===== src/rtl/xlat_pkg.sv =====
// Package: shared constants and state encoding for the translation walker.
// Assumes 32-bit table entries with flag bits at fixed positions.
package xlat_pkg;
    localparam int ENT_W = 32;
    localparam int BIT_P  = 0;
    localparam int BIT_RW = 1;
    localparam int BIT_US = 2;
    localparam int BIT_A  = 5;
    localparam int BIT_D  = 6;

    typedef enum logic [2:0] {
        ST_IDLE,
        ST_DIR_RD,
        ST_DIR_WR,
        ST_TBL_RD,
        ST_TBL_WR,
        ST_DONE
    } walk_st_e;
endpackage


===== src/rtl/xlat_entry_upd.sv =====
// Entry updater: decides whether an entry just read is usable and whether
// it needs its status flags written back, and forms the new value.
// Assumes: purely combinational; want_dirty is only raised for last-level
// entries of write requests.
module xlat_entry_upd
    import xlat_pkg::*;
(
    input  logic [ENT_W-1:0] entry,
    input  logic             want_dirty,
    output logic             present,
    output logic             need_wb,
    output logic [ENT_W-1:0] new_entry
);
    logic [ENT_W-1:0] set_mask;

    // Build the flag mask and compare it with what is already set.
    always_comb begin
        set_mask        = '0;
        set_mask[BIT_A] = 1'b1;
        set_mask[BIT_D] = want_dirty;
        present         = entry[BIT_P];
        new_entry       = entry | set_mask;
        need_wb         = present && ((entry & set_mask) != set_mask);
    end
endmodule


===== src/rtl/xlat_ctl_regs.sv =====
// Control registers: directory base, flush strobe and fault address.
// Assumes: fault_set is a single-cycle strobe from the walk controller.
module xlat_ctl_regs #(
    parameter int FRM_W = 12,
    parameter int LA_W  = 32
) (
    input  logic             clk,
    input  logic             rst_n,
    input  logic             base_we,
    input  logic [FRM_W-1:0] base_frame,
    input  logic             fault_set,
    input  logic [LA_W-1:0]  fault_lin,
    output logic [FRM_W-1:0] base_q,
    output logic             flush,
    output logic [LA_W-1:0]  fault_addr
);
    // Directory base frame register.
    always_ff @(posedge clk) begin
        if (!rst_n)       base_q <= '0;
        else if (base_we) base_q <= base_frame;
    end

    // One-cycle flush strobe following each base write.
    always_ff @(posedge clk) begin
        if (!rst_n) flush <= 1'b0;
        else        flush <= base_we;
    end

    // Capture of the faulting linear address.
    always_ff @(posedge clk) begin
        if (!rst_n)         fault_addr <= '0;
        else if (fault_set) fault_addr <= fault_lin;
    end
endmodule


===== src/rtl/xlat_walker.sv =====
// Two-level translation walker. It reads the directory entry and then the
// table entry, checks Present, writes Accessed/Dirty back under bus lock,
// and returns a 24-bit physical address or a fault with its level.
// Assumes: the memory port takes one access at a time and returns read data
// together with mem_ready. The lock is raised for every entry read, because
// the need for an update is only known once the data arrives.
module xlat_walker
    import xlat_pkg::*;
#(
    parameter int PA_W  = 24,
    parameter int PG_SH = 12
) (
    input  logic              clk,
    input  logic              rst_n,
    input  logic              req_valid,
    output logic              req_ready,
    input  logic [31:0]       req_lin,
    input  logic              req_wr,
    output logic              rsp_valid,
    output logic              rsp_fault,
    output logic              rsp_level,
    output logic [PA_W-1:0]   rsp_paddr,
    output logic              rsp_rw,
    output logic              rsp_us,
    output logic              mem_valid,
    input  logic              mem_ready,
    output logic              mem_we,
    output logic              mem_lock,
    output logic [PA_W-1:0]   mem_addr,
    output logic [ENT_W-1:0]  mem_wdata,
    input  logic [ENT_W-1:0]  mem_rdata,
    input  logic              base_we,
    input  logic [PA_W-PG_SH-1:0] base_frame,
    output logic              flush,
    output logic [31:0]       fault_addr
);
    localparam int IX_W   = PG_SH - 2;
    localparam int LA_W   = PG_SH + 2 * IX_W;
    localparam int FRM_W  = PA_W - PG_SH;
    localparam int DIR_LO = PG_SH + IX_W;

    walk_st_e         state;
    logic [LA_W-1:0]  q_lin;
    logic             q_wr;
    logic [ENT_W-1:0] q_ent;
    logic [PA_W-1:0]  q_addr;
    logic             q_we;
    logic [ENT_W-1:0] q_wdata;
    logic [FRM_W-1:0] base_q;

    logic             rd_dir, rd_tbl, rd_done;
    logic             upd_present, upd_need_wb;
    logic [ENT_W-1:0] upd_new;
    logic [ENT_W-1:0] tbl_src, fin_src;
    logic [PA_W-1:0]  tbl_addr;
    logic             fault_set;

    xlat_ctl_regs #(.FRM_W(FRM_W), .LA_W(LA_W)) u_regs (
        .clk        (clk),
        .rst_n      (rst_n),
        .base_we    (base_we),
        .base_frame (base_frame),
        .fault_set  (fault_set),
        .fault_lin  (q_lin),
        .base_q     (base_q),
        .flush      (flush),
        .fault_addr (fault_addr)
    );

    xlat_entry_upd u_upd (
        .entry      (mem_rdata),
        .want_dirty (rd_tbl && q_wr),
        .present    (upd_present),
        .need_wb    (upd_need_wb),
        .new_entry  (upd_new)
    );

    // Decode of the active read phase and its completion.
    always_comb begin
        rd_dir    = (state == ST_DIR_RD);
        rd_tbl    = (state == ST_TBL_RD);
        rd_done   = (rd_dir || rd_tbl) && mem_ready;
        fault_set = rd_done && !upd_present;
    end

    // Sources for the next-level address and the final frame.
    always_comb begin
        tbl_src  = rd_dir ? mem_rdata : q_ent;
        fin_src  = rd_tbl ? mem_rdata : q_ent;
        tbl_addr = {tbl_src[PA_W-1:PG_SH], q_lin[DIR_LO-1:PG_SH], 2'b00};
    end

    // Port outputs derived from the walk state.
    always_comb begin
        req_ready = (state == ST_IDLE);
        rsp_valid = (state == ST_DONE);
        mem_valid = (state == ST_DIR_RD) || (state == ST_DIR_WR) ||
                    (state == ST_TBL_RD) || (state == ST_TBL_WR);
        mem_lock  = mem_valid;
        mem_we    = q_we;
        mem_addr  = q_addr;
        mem_wdata = q_wdata;
    end

    // Walk sequencer with the memory request and response registers.
    always_ff @(posedge clk) begin
        if (!rst_n) begin
            state     <= ST_IDLE;
            q_lin     <= '0;
            q_wr      <= 1'b0;
            q_ent     <= '0;
            q_addr    <= '0;
            q_we      <= 1'b0;
            q_wdata   <= '0;
            rsp_fault <= 1'b0;
            rsp_level <= 1'b0;
            rsp_paddr <= '0;
            rsp_rw    <= 1'b0;
            rsp_us    <= 1'b0;
        end else begin
            case (state)
                ST_IDLE: begin
                    if (req_valid) begin
                        q_lin  <= req_lin;
                        q_wr   <= req_wr;
                        q_we   <= 1'b0;
                        q_addr <= {base_q, req_lin[LA_W-1:DIR_LO], 2'b00};
                        state  <= ST_DIR_RD;
                    end
                end
                ST_DIR_RD, ST_TBL_RD: begin
                    if (mem_ready) begin
                        q_ent <= mem_rdata;
                        if (!upd_present) begin
                            rsp_fault <= 1'b1;
                            rsp_level <= rd_tbl;
                            rsp_paddr <= '0;
                            rsp_rw    <= 1'b0;
                            rsp_us    <= 1'b0;
                            state     <= ST_DONE;
                        end else if (upd_need_wb) begin
                            q_we    <= 1'b1;
                            q_wdata <= upd_new;
                            state   <= rd_dir ? ST_DIR_WR : ST_TBL_WR;
                        end else if (rd_dir) begin
                            q_addr <= tbl_addr;
                            state  <= ST_TBL_RD;
                        end else begin
                            rsp_fault <= 1'b0;
                            rsp_level <= 1'b0;
                            rsp_paddr <= {fin_src[PA_W-1:PG_SH], q_lin[PG_SH-1:0]};
                            rsp_rw    <= fin_src[BIT_RW];
                            rsp_us    <= fin_src[BIT_US];
                            state     <= ST_DONE;
                        end
                    end
                end
                ST_DIR_WR: begin
                    if (mem_ready) begin
                        q_we   <= 1'b0;
                        q_addr <= tbl_addr;
                        state  <= ST_TBL_RD;
                    end
                end
                ST_TBL_WR: begin
                    if (mem_ready) begin
                        q_we      <= 1'b0;
                        rsp_fault <= 1'b0;
                        rsp_level <= 1'b0;
                        rsp_paddr <= {fin_src[PA_W-1:PG_SH], q_lin[PG_SH-1:0]};
                        rsp_rw    <= fin_src[BIT_RW];
                        rsp_us    <= fin_src[BIT_US];
                        state     <= ST_DONE;
                    end
                end
                ST_DONE: state <= ST_IDLE;
                default: state <= ST_IDLE;
            endcase
        end
    end
endmodule


===== config.mk =====
export PLATFORM = sky130hd
export DESIGN_NAME = xlat_walker
export DESIGN_NICKNAME = d
export VERILOG_FILES = /design/src/rtl/xlat_pkg.sv /design/src/rtl/xlat_entry_upd.sv /design/src/rtl/xlat_ctl_regs.sv /design/src/rtl/xlat_walker.sv
export SDC_FILE = /design/constraint.sdc
export NUM_CORES = 1
export LEC_CHECK = 0
export ABC_CLOCK_PERIOD_IN_PS = 3250
export BUFFER_PORTS_ARGS = -buffer_cell sky130_fd_sc_hd__buf_2
export CAP_MARGIN = 20
export CORE_MARGIN = 10
export CORE_UTILIZATION = 40
export CTS_CLUSTER_SIZE = 16
export DETAILED_ROUTE_END_ITERATION = 8
export GPL_ROUTABILITY_DRIVEN = 0
export SLEW_MARGIN = 30
export SYNTH_ARGS = -nofsm -noshare
export SYNTH_HDL_FRONTEND = slang
export SYNTH_HIERARCHICAL = 1
export SYNTH_SLANG_ARGS = --single-unit

===== constraint.sdc =====
create_clock -name clk -period 3.25 [get_ports clk]
set_clock_uncertainty 0.15 [all_clocks]
set_input_delay 0.4875 -clock clk [delete_from_list [all_inputs] [get_ports clk]]
set_output_delay 0.4875 -clock clk [all_outputs]
set_load 0.05 [all_outputs]

== Word-level counts from Yosys, hierarchy flattened ==
Cells that the tools add are included.

* Register bits after elaboration: 190
* Input bits: 82
* Output and inout port bits: 122

* Equality and inequality tests: 17
* Mux-type cells: 50
* Bitwise logic cells: 2
* Reductions and logical operators: 22

{| class="wikitable"
|+ Operators by type and width
! kind !! number
|-
| 2-to-1 mux 24 bit || 13
|-
| case mux 24 bit (3 select lines) || 1
|-
| case mux 24 bit (2 select lines) || 1
|-
| bitwise AND 32 x 7 -> 32 bit || 1
|-
| != test 32 x 7 -> 1 bit || 1
|-
| bitwise OR 32 x 7 -> 32 bit || 1
|-
| 2-to-1 mux 3 bit || 8
|-
| 2-to-1 mux 1 bit || 21
|-
| != test 2 bit (second input constant) || 7
|-
| case mux 3 bit (4 select lines) || 1
|-
| case mux 1 bit (2 select lines) || 4
|-
| AND reduction 4 bit || 2
|-
| AND reduction 7 bit || 1
|-
| == test 3 x 2 -> 1 bit (second input constant) || 2
|-
| == test 3 bit (second input constant) || 2
|-
| != test 3 bit (second input constant) || 2
|-
| AND reduction 6 bit || 1
|-
| nonzero test 3 bit || 2
|-
| AND reduction 5 bit || 1
|-
| logical AND 1 bit || 4
|-
| logical OR 1 bit || 4
|-
| != test 2 x 1 -> 1 bit (second input constant) || 2
|-
| AND reduction 2 bit || 2
|-
| OR reduction 2 bit || 2
|-
| 5 further kinds || 5
|}

== Depth between registers and ports, before layout ==
Gate-level depths: netlist of the first run.

* Word-level depth: 9
* Gate-level depth with buffers: 11

== Modules after synthesis ==
Netlist of the first run, hierarchy kept.

{| class="wikitable"
|+ By module, submodules not included
! module !! instances !! cells each !! area each (sq um) !! sequential area each (sq um)
|-
| xlat_walker || 1 || 654 || 5,456.5 || 2,662.6
|-
| xlat_ctl_regs || 1 || 144 || 1,731.7 || 900.9
|-
| xlat_entry_upd || 1 || 36 || 264.0 || 0.0
|}

== Worst setup path after synthesis of the first run ==
OpenSTA, ideal clock, no wires.

* Kind: register to register
* Start: register state[1]
* End: register rsp_level
* Arrival time: 2,703 ps
* Data required time: 3,030 ps
* Slack: 327 ps
* Stages on the path, launching flop included: 12
* Buffers on the path: 3
* Path through: dfxtp_1 clkbuf_1 nor2b_1 clkbuf_1 and3_1 nand2b_1 a21boi_1 nor2b_1 o21ai_1 clkbuf_1 nand3_1 a21oi_1

* Longest elaborated chain between the ends: 7
* Elaborated cells on any way between the ends: 17
* Classes of those cells: eq/ne: 8; mux: 3; bitwise: 1; reduce/logical: 5

{| class="wikitable"
|+ Ends and longest elaborated chain
! what !! RTL line !! RTL
|-
| start: declaration || xlat_walker.sv:42 || <nowiki>walk_st_e state;</nowiki>
|-
| start signal: assignment || xlat_walker.sv:144 || <nowiki>state <= rd_dir ? ST_DIR_WR : ST_TBL_WR;</nowiki>
|-
| == test 3 x 2 -> 1 bit (*) || xlat_walker.sv:81 || <nowiki>rd_tbl = (state == ST_TBL_RD);</nowiki>
|-
| logical AND 1 bit (*) || xlat_walker.sv:72 || <nowiki>.want_dirty (rd_tbl && q_wr),</nowiki>
|-
| bitwise AND 32 x 7 -> 32 bit || xlat_entry_upd.sv:23 || <nowiki>need_wb = present && ((entry & set_mask) != set_mask);</nowiki>
|-
| != test 32 x 7 -> 1 bit (*) || xlat_entry_upd.sv:23 ||
|-
| logical AND 1 bit (*) || xlat_entry_upd.sv:23 ||
|-
| net upd_need_wb || xlat_walker.sv:52 || <nowiki>logic upd_present, upd_need_wb;</nowiki>
|-
| != test 3 bit (no line) (*) || n/a ||
|-
| AND reduction 5 bit (no line) (*) || n/a ||
|-
| end signal: assignment || xlat_walker.sv:136 || <nowiki>rsp_level <= rd_tbl;</nowiki>
|-
| end: declaration || xlat_walker.sv:21 || <nowiki>output logic rsp_level,</nowiki>
|}

The timed path passes the listed nets; every way through them passes the cells marked *. The select of a mux whose other input is x is not followed.
A chain may end at the register's enable or synchronous reset.

== Worst setup path in the final report of the first run ==
* Start: register state[2]
* End: output rsp_valid

* Longest elaborated chain between the ends: 1

{| class="wikitable"
|+ Ends and longest elaborated chain
! what !! RTL line !! RTL
|-
| == test 3 bit || xlat_walker.sv:96 || <nowiki>rsp_valid = (state == ST_DONE);</nowiki>
|-
| end: declaration || xlat_walker.sv:19 || <nowiki>output logic rsp_valid,</nowiki>
|}

Every way passes these cells.

==> impl_metrics.ini, run 1 <==
[yosys]
synth_seq_cells = 178
synth_edf_count = 0
netlist_area_sq_um = 7452
synthDistinctLibCells = 45
synth_top_area_share_pct = 47.82
syn_area_per_cell_sq_um = 8.935
synth-seq-area-share_pct = 47.82
ys_async_sr_fraction_pct = 0
yosysWarnings = 6
synthMostInstantiatedCell = dfxtp_1
ys_top_cells_by_count = dfxtp_1 (178), nand2_1 (168), a21oi_1 (91)
netlist_instances = 834
synth_area_leaders = dfxtp_1 (48%), nand2_1 (8.5%), mux2i_1 (7.7%)
yosysTopAreaCell = dfxtp_1
ys.flop_type = dfxtp_1

[layout]
area_growth_pct = 19.41
layout.nets = 1057
fin_util_pct = 49.03
final-seq-area_sq_um = 3563
fillers = 1792
multi_input_area_sq_um = 3248
num_antenna_cells = 0
drive_above_1_share_pct = 28.74

[timing]
min_period_ns = 2.617
tns_ns = 0
rsz0062_at_grt = false
finalHoldViolations = 0
timing.fmax_mhz = 382.2
drv_slew = 0
min_period_over_period_pct = 80.51
tightest_slew_ns = 0.7497
relSlewSlack_pct = 49.83
finalSetupViolations = 0

[global_routing]
antenna_found_initial = 0
grt_max_degree = 61
gr-total-overflow = 0
track_usage_pct = 16.72
grt_pass1_vias = 5829
grt_pass1_wl_mm = 32.64

[placed_design]
io_buffers = 201
dpl.hpwl_mm = 15.09

[power_and_ir_drop]
power.switching_mw = 1.513
powerDensity_nw_per_um2 = 577.8
p_int_mw = 3.629
leakage_nw = 3.732
pwr-share-seq_pct = 45.7
ir_drop_mv = 0.3922
clock_power_share_pct = 38.4
switching_share_pct = 29.42
pwr-share-comb_pct = 15.8

[clock_tree]
clock_path_buffers = 2
cts_setup_buffers = 0
ctsHtreeMaxLevel = 4
cts_tree = yes
cts_hold_buf = 0
cts-root-buf = clkbuf_16
cts_resized = 0
clkTransAtPathRegs_ns = 0.07
clock_sinks = 178
insertion_delay_ns = 0.43
numCtsBuffers = 17

[worst_setup_path]
worst-path-max-fanout = 31
worst-setup-path-type = register to output pin
end_kind = output pin
cp.required_ns = 2.61
rr_worst_depth = 9
startpoint_type = register
cp_data_arrival_time_ns = 1.98

[route]
drtIter0Drc = 266
antenna_left = 0
viasPerCell = 5.033
vias = 6125
drt-pass1-iter-count = 4
routedWlPerCell_um = 17.41
routed_wl_mm = 21.19
drc = 0

[floorplanning]
ios = 204
dieArea_sq_um = 24490
rows = 49
die_width_um = 156.5
start_util_pct = 41.06
die_y_um = 156.5
core_area_sq_um = 18150

[hold_path]
hold_class = primary input to register
hold_path_depth = 3

[outcome]
status = finished clean

[run]
maxCapViolCount = 0
==> registers in the layout, summed over array words and instances, names as in the netlist <==
register,cells
mem_addr,22
q_ent,14
state,3
rsp_paddr,24
u_regs/base_q,12
rsp_rw,1
q_wr,1
u_regs/flush,1
mem_we,1
rsp_us,1
mem_wdata,32
u_regs/fault_addr,32
q_lin,32
rsp_level,1
rsp_fault,1
==> cell families (layout without fill, tap and decap cells) <==
group                  Yosys count  after routing  synth area share [%]
AO/OA/AOI/OAI                  181            181                 15.87
XOR/XNOR                         1              1                0.1176
buffers and inverters          112            265                 8.949
flip-flops                     178            178                 47.82
multiplexers                    71             71                 9.772
other                            2              3                0.1008
AND/OR/NAND/NOR                289            289                 17.38
==> per-stage QoR <==
step	setup WS [ns]	power [mW]	std cells	hold WS [ns]	area, sq um
after floorplan	0.3268	3.016	835	0.2821	7456
after global placement	0.7171	3.212	1185	0.2893	8319
after detailed placement	0.6889	3.221	1185	0.2958	8330
after CTS	0.6130	5.201	1217	0.1209	8899
after global routing	0.5604	5.350	1217	0.1286	8899
final	0.6334	5.142	1217	0.1358	8899
==> final cells by class <==
| type | instances | area share [%] |
|---|---|---|
| flip-flops and latches | 178 | 40.05 |
| multi-input cells | 545 | 36.50 |
| inverters | 11 | 0.4921 |
| repair buffers | 222 | 13.36 |
| clock buffers | 19 | 4.978 |
| clock inverters | 13 | 1.406 |
| well taps | 229 | 3.220 |
==> per-layer routing <==
metal / track usage [%] / vias to the layer above / share of wire, %
li1: - / 3083 / -
met1: 21.76 / 2843 / 45
met4: 5.483 / 0 / 1.5
met3: 6.579 / 23 / 9.1
met5: 0 / - / 0
met2: 24.80 / 176 / 44
==> final timing paths <==
check / from / slack, ns / endpoint
min reg2reg: mem_wdata[9]$_SDFFE_PN0P_ / 0.30 / mem_wdata[9]$_SDFFE_PN0P_
max: state[2]$_SDFFE_PN0P_ / 0.63 / rsp_valid
min: req_lin[0] / 0.14 / q_lin[0]$_SDFFE_PN0P_
max reg2reg: state[1]$_SDFFE_PN0P_ / 0.72 / mem_addr[13]$_SDFFE_PN0P_
==> power by group through the flow <==
stage	combinational (mW)	sequential (mW)	clock [mW]
after floorplan	0.453	2.56	0
after global placement	0.813	2.40	0
after detailed placement	0.820	2.40	0
after CTS	0.822	2.35	2.03
after global routing	0.877	2.36	2.11
final	0.814	2.35	1.98
==> placed cells by master, fill, tap and decap left out, types with 3 or more instances in the layout <==
master and instances:
inv_6 3, clkbuf_16 17, a21oi_1 91, o22ai_1 7, a211oi_2 10, o21ai_0 3, a31oi_1 8, nor2_1 41
nor2b_1 52, dfxtp_1 178, inv_1 10, o21a_1 5, mux2i_1 57, buf_4 19, conb_1 3, nand2b_1 10
clkinvlp_4 4, buf_2 201, nand3_1 3, nand2_1 168, mux2_2 14, a32oi_1 26, a22oi_1 12, o21ai_1 10
==> worst max-delay path, cell delays in order, from the launching register on <==
cell,delay (ns)
dfxtp_1,0.33
buf_4,0.34
inv_1,0.16
nor3b_1,0.38
buf_2,0.34
Note: power is estimated with default switching activity, not from simulation.
==> inputs of run 2 (changes only) <==
--- a/config.mk
+++ b/config.mk
@@ -5,7 +5,7 @@
 export SDC_FILE = /design/constraint.sdc
 export NUM_CORES = 1
 export LEC_CHECK = 0
-export ABC_CLOCK_PERIOD_IN_PS = 3250
+export ABC_CLOCK_PERIOD_IN_PS = 2400
 export BUFFER_PORTS_ARGS = -buffer_cell sky130_fd_sc_hd__buf_2
 export CAP_MARGIN = 20
 export CORE_MARGIN = 10
@@ -13,6 +13,7 @@
 export CTS_CLUSTER_SIZE = 16
 export DETAILED_ROUTE_END_ITERATION = 8
 export GPL_ROUTABILITY_DRIVEN = 0
+export PLACE_DENSITY = 0.66
 export SLEW_MARGIN = 30
 export SYNTH_ARGS = -nofsm -noshare
 export SYNTH_HDL_FRONTEND = slang
==> constraint.sdc (replaced) <==
create_clock -name clk -period 2.4 [get_ports clk]
set_clock_uncertainty 0.15 [all_clocks]
set_input_delay 0.36 -clock clk [delete_from_list [all_inputs] [get_ports clk]]
set_output_delay 0.36 -clock clk [all_outputs]
set_load 0.05 [all_outputs]
==> impl_metrics.ini, run 2 (synthesized netlist as in run 1, its figures left out) <==
[outcome]
status = finished clean

[clock_tree]
cts_tree = yes
cts-root-buf = clkbuf_16
clkTransAtPathRegs_ns = 0.07
ctsHtreeMaxLevel = 4
insertion_delay_ns = 0.41
numCtsBuffers = 17
clock_sinks = 178
clock_path_buffers = 2
cts_hold_buf = 0

[worst_setup_path]
end_kind = register
startpoint_type = register
worst-path-max-fanout = 10
worst-setup-path-type = register to register
cp_data_arrival_time_ns = 2.50
cp.required_ns = 2.59

[timing]
timing.fmax_mhz = 432.9
finalHoldViolations = 0
finalSetupViolations = 0
drv_slew = 0
tns_ns = 0
rsz0062_at_grt = true
min_period_over_period_pct = 96.25
relSlewSlack_pct = 51.57
min_period_ns = 2.310
tightest_slew_ns = 0.7237

[route]
drt-pass1-iter-count = 5
routedWlPerCell_um = 17.55
drc = 0
antenna_left = 0
vias = 6169
drtIter0Drc = 394
viasPerCell = 5.032
routed_wl_mm = 21.52

[layout]
drive_above_1_share_pct = 30.58
area_growth_pct = 23.14
layout.nets = 1063
postLayoutCellArea_sq_um = 9176
layout_common_cells = buf_2 (201), dfxtp_1 (176), nand2_1 (168)
fillers = 1790
final-seq-area_sq_um = 3568
layout_commonest_cell = buf_2
multi_input_area_sq_um = 3336
layout.cells.non_filler = 1226

[power_and_ir_drop]
ir_drop_mv = 0.4626
leakage_nw = 3.838
powerDensity_nw_per_um2 = 779.5

[floorplanning]
rows = 49
core_area_sq_um = 18150
dieArea_sq_um = 24490
die_y_um = 156.5
start_util_pct = 41.06
ios = 204
die_width_um = 156.5

[global_routing]
use_met1_pct = 21.39
grt_pass1_vias = 6290
antenna_found_initial = 3
grt_use_met2_pct = 27.14
grt_pass1_wl_mm = 33.93
use_met3_pct = 6.360
track_usage_pct = 17.25
grt_max_degree = 40
grt.busiest_layer = met2
gr-total-overflow = 0

[placed_design]
dpl.cell_count = 1189
io_buffers = 201
place_area_sq_um = 8528
dpl.hpwl_mm = 15.38

[hold_path]
hold_class = primary input to register

[run]
maxCapViolCount = 0
run 2: cell type report:
class                           count  share of cell area (%)
Inverter                           11                  0.4772
Multi-Input combinational cell    545                   36.35
Clock inverter                      8                   1.091
Tap cell                          229                   3.122
Antenna cell                        3                 0.08181
Clock buffer                       24                   5.359
Sequential cell                   178                   38.89
Timing Repair Buffer              228                   14.63
run 2: worst max-delay path, cell delays in order, from the launching register on:
cell and delay (ns):
dfxtp_4 0.34, nor2b_4 0.12, and3_4 0.17, nand2b_1 0.08
a21boi_2 0.11, or3b_4 0.40, a221oi_4 0.41, buf_12 0.22
nor2_1 0.06, a211oi_2 0.18
run 2: report_power, final:
part	switching, mW	leakage [nW]	internal [mW]
sequential	0.102	1.45	3.09
clock	1.12	0.287	1.65
combinational	0.782	2.10	0.409
run 2: through the flow:
stage / power (mW) / worst slack [ns] / hold WS [ns] / util (%)
final: 7.153 / 0.09001 / 0.02727 / 50.57
after detailed placement: 4.426 / 0.04765 / 0.2936 / 46.99
after global routing: 7.443 / -0.01242 / 0.02184 / 50.57
after global placement: 4.410 / 0.08626 / 0.2885 / 46.95
after CTS: 7.191 / 0.03009 / 0.009062 / 50.26
after floorplan: 4.136 / -0.2286 / 0.2829 / -
run 2: worst paths after layout:
path                                                  from                          to  slack [ns]  cells after the start
worst max-delay path                 state[1]$_SDFFE_PN0P_   mem_addr[10]$_SDFFE_PN0P_        0.09                      9
worst min-delay path                            req_lin[0]       q_lin[0]$_SDFFE_PN0P_        0.03                      3
worst max register to register       state[1]$_SDFFE_PN0P_   mem_addr[10]$_SDFFE_PN0P_        0.09                      9
worst min register to register  mem_wdata[25]$_SDFFE_PN0P_  mem_wdata[25]$_SDFFE_PN0P_        0.30                      2
run 2: repair_timing:
item	in CTS	in global routing
gates resized for setup	0	4
setup endpoints to repair	0	13
setup buffers	0	1
run 2: layer usage:
| layer | vias to the layer above | share of wire [%] |
|---|---|---|
| met5 | - | 0 |
| met4 | 0 | 1.6 |
| met3 | 23 | 9.2 |
| met2 | 198 | 45 |
| met1 | 2864 | 44 |
| li1 | 3084 | - |
==> inputs of run 3 (changes only) <==
--- a/config.mk
+++ b/config.mk
@@ -5,7 +5,7 @@
 export SDC_FILE = /design/constraint.sdc
 export NUM_CORES = 1
 export LEC_CHECK = 0
-export ABC_CLOCK_PERIOD_IN_PS = 2400
+export ABC_CLOCK_PERIOD_IN_PS = 2000
 export BUFFER_PORTS_ARGS = -buffer_cell sky130_fd_sc_hd__buf_2
 export CAP_MARGIN = 20
 export CORE_MARGIN = 10
@@ -14,6 +14,7 @@
 export DETAILED_ROUTE_END_ITERATION = 8
 export GPL_ROUTABILITY_DRIVEN = 0
 export PLACE_DENSITY = 0.66
+export RECOVER_POWER = 50
 export SLEW_MARGIN = 30
 export SYNTH_ARGS = -nofsm -noshare
 export SYNTH_HDL_FRONTEND = slang
==> constraint.sdc (replaced) <==
create_clock -name clk -period 2 [get_ports clk]
set_clock_uncertainty 0.15 [all_clocks]
set_input_delay 0.3 -clock clk [delete_from_list [all_inputs] [get_ports clk]]
set_output_delay 0.3 -clock clk [all_outputs]
set_load 0.05 [all_outputs]
==> impl_metrics.ini, run 3 (synthesized netlist as in run 1, its figures left out) <==
[clock_tree]
ctsHtreeMaxLevel = 4
clkTransAtPathRegs_ns = 0.07
clock_path_buffers = 2
cts-root-buf = clkbuf_16
insertion_delay_ns = 0.43
cts_tree = yes
clock_sinks = 178
numCtsBuffers = 17

[power_and_ir_drop]
switching_share_pct = 29.58
leakage_nw = 3.771
pwr-share-comb_pct = 18.7
clock_power_share_pct = 36.8
pwr-share-seq_pct = 44.5
powerDensity_nw_per_um2 = 868.0
total_power_mw = 8.622
power.switching_mw = 2.550
p_int_mw = 6.071
ir_drop_mv = 0.6039

[worst_setup_path]
cp_data_arrival_time_ns = 2.43
worst-path-max-fanout = 6
end_kind = register
cp_slowest_stage_delay_ns = 0.38
cp.required_ns = 2.20
worst_path_max_delay_cell = or3b_4
startpoint_type = register
crit_buf_inv = 2
cp_top_family = simple AND/OR/NAND/NOR gates
crit_chain = nor2b_4, and3_4, nand2b_4, a21boi_4, or3b_4, a221oi_4, buf_6, buf_8, o21ai_2, a31oi_1
worst-setup-path-type = register to register

[timing]
finalHoldViolations = 0
rsz0062_at_grt = true
relSlewSlack_pct = 55.11
min_period_over_period_pct = 111.2
min_period_ns = 2.225
holdWs_ns = 0.01230
tightest_slew_ns = 0.6762
finalSetupViolations = 25
tns_ns = -4.418
timing.fmax_mhz = 449.5
drv_slew = 0
timing.final.ws_setup_ns = -0.2246

[outcome]
violations = setup timing
status = complete, but fails checks

[layout]
final-seq-area_sq_um = 3568
fillers = 1691
multi_input_area_sq_um = 3346
postLayoutCellArea_sq_um = 9933
layout_common_cells = dfxtp_1 (176), nand2_1 (168), clkbuf_1 (110)
layout_commonest_cell = dfxtp_1
fin_util_pct = 54.74
layout.nets = 1149
area_growth_pct = 33.29
drive_above_1_share_pct = 20.46

[floorplanning]
rows = 49
core_area_sq_um = 18150
start_util_pct = 41.06
die_y_um = 156.5
die_width_um = 156.5
dieArea_sq_um = 24490
ios = 204

[global_routing]
antenna_found_initial = 3
grt_max_degree = 40
grt_pass1_vias = 6504
track_usage_pct = 18.11
grt_pass1_wl_mm = 35.53
gr-total-overflow = 0

[route]
drtIter0Drc = 518
drc = 0
antenna_left = 0
vias = 6608
drt-pass1-iter-count = 5
routedWlPerCell_um = 17.83
viasPerCell = 5.037
routed_wl_mm = 23.39

[placed_design]
io_buffers = 201
place_area_sq_um = 8577
dpl.hpwl_mm = 15.41

[run]
maxCapViolCount = 0

[hold_path]
hold_class = primary input to register
run 3: metrics by stage:
step,setup WS (ns),instances
CTS,-0.2148,1303
floorplan,-0.5086,835
global placement,-0.2319,1199
detailed placement,-0.2700,1199
finish,-0.2246,1312
global route,-0.3330,1312
run 3: final timing paths:
kind	slack (ns)	end	depth (start not counted)	startpoint
setup / recovery	-0.22	mem_addr[15]$_SDFFE_PN0P_	10	state[1]$_SDFFE_PN0P_
hold / removal	0.01	q_ent[19]$_SDFFE_PN0P_	3	mem_rdata[19]
setup reg to reg	-0.22	mem_addr[15]$_SDFFE_PN0P_	10	state[1]$_SDFFE_PN0P_
hold reg to reg	0.30	mem_wdata[30]$_SDFFE_PN0P_	2	mem_wdata[30]$_SDFFE_PN0P_
run 3: repair_timing:
action / 4_1_cts / 5_1_grt
setup buffers: 3 / 5
gates resized for setup: 17 / 12
cloned: 3 / 3
hold buffers: 66 / 0
endpoints found under the setup margin: 26 / 57
hold endpoints to repair: 72 / 0
pin swaps: 7 / 3
run 3: power groups by stage:
stage | clock, mW | sequential (mW) | combinational, mW
finish | 3.18 | 3.83 | 1.61
CTS | 3.23 | 3.83 | 1.61
global route | 3.36 | 3.85 | 1.73
detailed placement | 0 | 3.90 | 1.38
global placement | 0 | 3.90 | 1.37
floorplan | 0 | 4.17 | 0.765
run 3: layout make-up:
type,count,share of cell area (%)
Timing Repair Buffer,314,21.34
Inverter,11,0.4409
Sequential cell,178,35.92
Clock inverter,9,0.7432
Antenna cell,3,0.07558
Multi-Input combinational cell,545,33.68
Clock buffer,23,4.912
Tap cell,229,2.884
run 3: worst min-delay path, stage by stage:
cell	delay (ns)
buf_2	0.14
nand2_1	0.06
a21oi_1	0.05
run 3: layer usage:
layer | GRT usage (%) | wire (um) | up-vias
met5 | 0 | 0 | -
met4 | 7.461 | 467 | 0
met3 | 6.058 | 1678 | 32
met2 | 28.50 | 10990 | 222
met1 | 22.31 | 10260 | 3089
li1 | - | - | 3265
